### src/rtl/bitop_pkg.sv
package bitop_pkg;
  typedef enum logic [1:0] {
    GRP_SHIFT = 2'b00,
    GRP_TEST  = 2'b01,
    GRP_CLR   = 2'b10,
    GRP_SET   = 2'b11
  } grp_e;

  typedef enum logic [2:0] {
    SH_ROL_WRAP  = 3'b000,
    SH_ROR_WRAP  = 3'b001,
    SH_ROL_CARRY = 3'b010,
    SH_ROR_CARRY = 3'b011,
    SH_SHL_ZERO  = 3'b100,
    SH_SHR_SIGN  = 3'b101,
    SH_NIBBLE_X  = 3'b110,
    SH_SHR_ZERO  = 3'b111
  } shop_e;

  typedef struct packed {
    logic z;
    logic n;
    logic h;
    logic c;
  } flags_t;

  localparam logic [2:0] SEL_MEM_HL = 3'b110;
endpackage

### src/rtl/bitop_decode.sv
module bitop_decode
  import bitop_pkg::*;
(
  input  logic [7:0] opcode,
  output grp_e       grp,
  output logic [2:0] sub,
  output logic [2:0] sel
);
  always_comb begin
    grp = grp_e'(opcode[7:6]);
    sub = opcode[5:3];
    sel = opcode[2:0];
  end
endmodule

### src/rtl/bitop_shift.sv
module bitop_shift
  import bitop_pkg::*;
#(
  parameter int DATA_W = 8
) (
  input  logic [DATA_W-1:0] d,
  input  logic              cin,
  input  logic [2:0]        sub,
  output logic [DATA_W-1:0] res,
  output logic              cout
);
  localparam int HALF = DATA_W / 2;

  always_comb begin
    res  = d;
    cout = 1'b0;
    case (shop_e'(sub))
      SH_ROL_WRAP:  begin res = {d[DATA_W-2:0], d[DATA_W-1]}; cout = d[DATA_W-1]; end
      SH_ROR_WRAP:  begin res = {d[0], d[DATA_W-1:1]};        cout = d[0];        end
      SH_ROL_CARRY: begin res = {d[DATA_W-2:0], cin};         cout = d[DATA_W-1]; end
      SH_ROR_CARRY: begin res = {cin, d[DATA_W-1:1]};         cout = d[0];        end
      SH_SHL_ZERO:  begin res = {d[DATA_W-2:0], 1'b0};        cout = d[DATA_W-1]; end
      SH_SHR_SIGN:  begin res = {d[DATA_W-1], d[DATA_W-1:1]}; cout = d[0];        end
      SH_NIBBLE_X:  begin res = {d[HALF-1:0], d[DATA_W-1:HALF]}; cout = 1'b0;     end
      SH_SHR_ZERO:  begin res = {1'b0, d[DATA_W-1:1]};        cout = d[0];        end
      default:      begin res = d; cout = 1'b0; end
    endcase
  end
endmodule

### src/rtl/bitop_bitwise.sv
module bitop_bitwise #(
  parameter int DATA_W = 8,
  localparam int IDX_W = $clog2(DATA_W)
) (
  input  logic [DATA_W-1:0] d,
  input  logic [IDX_W-1:0]  idx,
  input  logic              set_not_clr,
  output logic [DATA_W-1:0] res,
  output logic              bit_val
);
  logic [DATA_W-1:0] mask;

  for (genvar i = 0; i < DATA_W; i++) begin : g_mask
    assign mask[i] = (idx == IDX_W'(i));
  end

  always_comb begin
    bit_val = |(d & mask);
    res     = set_not_clr ? (d | mask) : (d & ~mask);
  end
endmodule

### src/rtl/bitop_unit.sv
module bitop_unit
  import bitop_pkg::*;
#(
  parameter int DATA_W = 8
) (
  input  logic              clk,
  input  logic              rst_n,
  input  logic              in_valid,
  output logic              in_ready,
  input  logic [7:0]        in_opcode,
  input  logic [DATA_W-1:0] in_operand,
  input  logic [3:0]        in_flags,
  output logic              out_valid,
  input  logic              out_ready,
  output logic [DATA_W-1:0] out_result,
  output logic [3:0]        out_flags,
  output logic              out_wb,
  output logic [2:0]        out_sel
);
  localparam int IDX_W = $clog2(DATA_W);

  grp_e              grp;
  logic [2:0]        sub;
  logic [2:0]        sel;
  logic [DATA_W-1:0] sh_res;
  logic              sh_cout;
  logic [DATA_W-1:0] bw_res;
  logic              bw_bit;
  flags_t            f_in;
  flags_t            f_nx;
  logic [DATA_W-1:0] res_nx;
  logic              wb_nx;
  logic              take;

  bitop_decode u_dec (
    .opcode (in_opcode),
    .grp    (grp),
    .sub    (sub),
    .sel    (sel)
  );

  bitop_shift #(.DATA_W(DATA_W)) u_shift (
    .d    (in_operand),
    .cin  (in_flags[0]),
    .sub  (sub),
    .res  (sh_res),
    .cout (sh_cout)
  );

  bitop_bitwise #(.DATA_W(DATA_W)) u_bits (
    .d           (in_operand),
    .idx         (sub[IDX_W-1:0]),
    .set_not_clr (grp == GRP_SET),
    .res         (bw_res),
    .bit_val     (bw_bit)
  );

  assign f_in = flags_t'(in_flags);

  always_comb begin
    res_nx = in_operand;
    f_nx   = f_in;
    wb_nx  = 1'b0;
    case (grp)
      GRP_SHIFT: begin
        res_nx = sh_res;
        f_nx   = '{z: (sh_res == '0), n: 1'b0, h: 1'b0, c: sh_cout};
        wb_nx  = 1'b1;
      end
      GRP_TEST: begin
        res_nx = in_operand;
        f_nx   = '{z: ~bw_bit, n: 1'b0, h: 1'b1, c: f_in.c};
        wb_nx  = 1'b0;
      end
      default: begin
        res_nx = bw_res;
        f_nx   = f_in;
        wb_nx  = 1'b1;
      end
    endcase
  end

  assign in_ready = !out_valid || out_ready;
  assign take     = in_valid && in_ready;

  always_ff @(posedge clk) begin
    if (!rst_n) begin
      out_valid <= 1'b0;
    end else if (in_ready) begin
      out_valid <= in_valid;
    end
  end

  always_ff @(posedge clk) begin
    if (!rst_n) begin
      out_result <= '0;
      out_flags  <= '0;
      out_wb     <= 1'b0;
      out_sel    <= '0;
    end else if (take) begin
      out_result <= res_nx;
      out_flags  <= f_nx;
      out_wb     <= wb_nx;
      out_sel    <= sel;
    end
  end
endmodule

### config.mk
export PLATFORM = sky130hd
export DESIGN_NAME = bitop_unit
export DESIGN_NICKNAME = d
export VERILOG_FILES = /design/src/rtl/bitop_pkg.sv /design/src/rtl/bitop_decode.sv /design/src/rtl/bitop_shift.sv /design/src/rtl/bitop_bitwise.sv /design/src/rtl/bitop_unit.sv
export SDC_FILE = /design/constraint.sdc
export NUM_CORES = 1
export LEC_CHECK = 0
export ABC_AREA = 1
export CAP_MARGIN = 20
export CORE_ASPECT_RATIO = 0.7
export CORE_UTILIZATION = 45
export CTS_BUF_LIST = sky130_fd_sc_hd__clkbuf_16
export CTS_CLUSTER_DIAMETER = 200
export DETAILED_ROUTE_END_ITERATION = 10
export GPL_TIMING_DRIVEN = 0
export MAX_ROUTING_LAYER = met4
export PLACE_DENSITY = 0.83
export SYNTH_ARGS = -nofsm -noshare
export SYNTH_HDL_FRONTEND = slang
export SYNTH_SLANG_ARGS = --single-unit
export TNS_END_PERCENT = 10
### constraint.sdc
create_clock -name clk -period 3.2 [get_ports clk]
set_input_delay 0.64 -clock clk [delete_from_list [all_inputs] [get_ports clk]]
set_output_delay 0.64 -clock clk [all_outputs]
set_load 0.02 [all_outputs]
==> impl_metrics.toml, run 1 <==
[drt]
finalWirelength_um = 3510
wl_per_cell_um = 12.6
drc = 0
ant_nets = 0
first_pass_iters = 5
via_count = 1526
drt-vias-per-instance = 5.47
drtIter0Drc = 135

[status]
status = "finished clean"

[clock_network]
htree_levels = 1
clock-root-buffer = "clkbuf_16"
cts_setup_buffers = 0
cts_sinks = 17
cts_inserted_buffers = 3
path_clk_slew_ns = 0.05
tritoncts = "yes"
cts_hold_buffers = 0
insertion_delay_ns = 0.24
clockBufferDepth = 2
cts_resized = 0

[die]
io_pins = 42
dieArea_um2 = 2920
start_util = 0.485
fp.dieH_um = 45.5
rows = 15
core_um2 = 2510
die_w_um = 64.2

[timing]
hold_viol = 0
fin_hold_ws_ns = 0.471
setup-violations-final = 0
max-slew-margin-rel = 0.703
finalCriticalPeriod_ns = 2.46
final_max_slew_viol_count = 0
fin_skew_ns = 0.00240
fin_crit_sh = 0.769
tightest_slew_ns = 0.445
tns_ns = 0
grt_setup_unrepaired = "false"
fmax_mhz = 407

[setup_path]
ff2ff_setup_slack_ns = 1.80
arrival_ns = 1.82
reg2regPathDepth = 6
crit_fanout = 3
critical_path.cell_chain = "clkdlybuf4s50_1 > inv_1 > nand2_1 > clkdlybuf4s50_1"
critical_path.most_common_cell = "clkdlybuf4s50_1"
max_stage_delay_ns = 0.61
path_class = "input port to primary output"
slowest_stage = "clkdlybuf4s50_1"
r2r-start = "out_valid$_SDFFE_PN0N_"
cp_data_required_time_ns = 2.56
crit_start = "out_ready"
r2r_end = "out_flags[3]$_SDFFE_PN0P_"
crit_path_end_kind = "primary output"
worstSetupStartpointType = "input port"

[power]
p_per_area_nw_per_um2 = 392
p_leak_nw = 0.745
irDropWorstVdd_mv = 0.280
pwr-share-comb = 0.300
power_frac_seq = 0.348
p_switching_mw = 0.196
clkPwrFrac = 0.352
swShare = 0.288
internal_power_mw = 0.485

[final_layout]
areaGrowthSynthToFinish_pct = 42.8
layout-drive-gt1-share = 0.0776
layout_common_cells = "nand2_1, clkdlybuf4s50_1, nor2_1"
final_common_cell = "nand2_1"
nets = 270
final_util = 0.692
num_antenna_cells = 0

[yosys]
synth_top_family_by_area = "simple AND/OR/NAND/NOR gates"
synth_cell_types = 24
synth_fa_ha_area_frac = 0
ys_warn_count = 0
synthCells = 201
synth-simple-area-share = 0.385
synthMuxAreaShare = 0
synth_seq_area_share = 0.279
avgSynthCellArea_um2 = 6.06
synth_area_um2 = 1220
syn-num-nets = 225
synth_xor_xnor_area_share = 0
synth_compound_area_frac = 0.230
ys_ff_latch = 17

[global_route]
antenna_found_initial = 0
grt_pass1_vias = 1281
track_usage = 0.261
grt_max_degree = 11
grt_overflow = 0
grt_pass1_wl_um = 5720

[min_path]
hp-start = "out_wb$_SDFFE_PN0P_"
min_path_cells = 2
hold_end = "out_wb$_SDFFE_PN0P_"
hold_path_class = "flip-flop to flip-flop"

[job]
maxCapViolCount = 0

[place]
dpl.hpwl_um = 2700
place.gp.congestion = 0.962
io_buffers = 40
## layer usage
layer,part of all wire,vias up,GRT usage
met5,0,-,-
met4,0.0077,0,0.0489
met3,0.13,7,0.0700
met2,0.40,90,0.372
met1,0.46,662,0.371
li1,-,767,-
## cell type report
type	instances	area (µm²)
plain buffers	10	61.3
clock buffers	3	75.1
clock inverters	1	3.75
fillers	225	774
inverters	18	67.6
multi-input cells	156	749
flip-flops and latches	17	340
well taps	34	42.5
repair buffers	40	400
## synthesized netlist by cell type (all sizes together)
cell / number / area share
clkinv: 1 / 0.0031
dfxtp: 17 / 0.28
o22ai: 2 / 0.010
a21oi: 23 / 0.098
o21ai: 22 / 0.090
o2111ai: 1 / 0.0072
nand2: 48 / 0.15
or2: 1 / 0.0051
nor2: 25 / 0.081
nand4: 13 / 0.067
buf: 7 / 0.041
inv: 17 / 0.052
nand3: 17 / 0.082
o21a: 3 / 0.018
o21bai: 1 / 0.0062
clkbuf: 3 / 0.0092
## metrics by stage
| stage | std cells | area, µm² | power, mW | setup slack, ns |
|---|---|---|---|---|
| after floorplan | 201 | 1220 | 0.351 | 1.54 |
| after global placement | 275 | 1660 | 0.441 | 0.739 |
| after detailed placement | 275 | 1660 | 0.442 | 0.746 |
| after CTS | 279 | 1740 | 0.683 | 0.738 |
| after global routing | 279 | 1740 | 0.714 | 0.707 |
| final | 279 | 1740 | 0.681 | 0.741 |
## critical path, delay by kind of cell
kind                   cells  cell delay, ns
buffers and inverters      3            1.09
and+or+nand+nor            1            0.09
## power by group through the flow
stage | clock [mW] | combinational, mW | sequential, mW
detailed placement | 0 | 0.201 | 0.241
global route | 0.252 | 0.223 | 0.239
finish | 0.240 | 0.204 | 0.237
global placement | 0 | 0.200 | 0.241
CTS | 0.244 | 0.202 | 0.237
floorplan | 0 | 0.0897 | 0.262
## how the worst max path moves through the flow
stage | to | cells after the start
2_1_floorplan | out_flags[3]$_SDFFE_PN0P_ | 7
3_3_place_gp | in_ready | 4
3_5_place_dp | in_ready | 4
4_1_cts | in_ready | 4
5_1_grt | in_ready | 4
6_report | in_ready | 4
## cell families (layout without fill, tap and decap cells)
logic type	Yosys count	count (layout)
simple gates	104	104
flops	17	17
compound gates	52	52
buf+inv	28	72
## sequential cells by signal (all words and copies together), names as in the netlist
register and cells:
out_flags 4, out_result 8, out_sel 3, out_valid 1
out_wb 1
Power figures use the tool's default switching activity.
==> run 2, diff against run 1 <==
Clock period 3.2 ns to 2.3 ns, I/O delays scaled along.
==> results of run 2 <==
The final DEF is identical to that of run 1. Status: finished clean.
Among the figures that moved: setup slack after placement 0.746 ns -> 0.206 ns; setup slack after layout 0.741 ns -> 0.201 ns; register-to-register setup slack 1.80 ns -> 0.90 ns; total power 0.681 mW -> 0.948 mW; worst IR drop on VDD 0.280 mV -> 0.390 mV
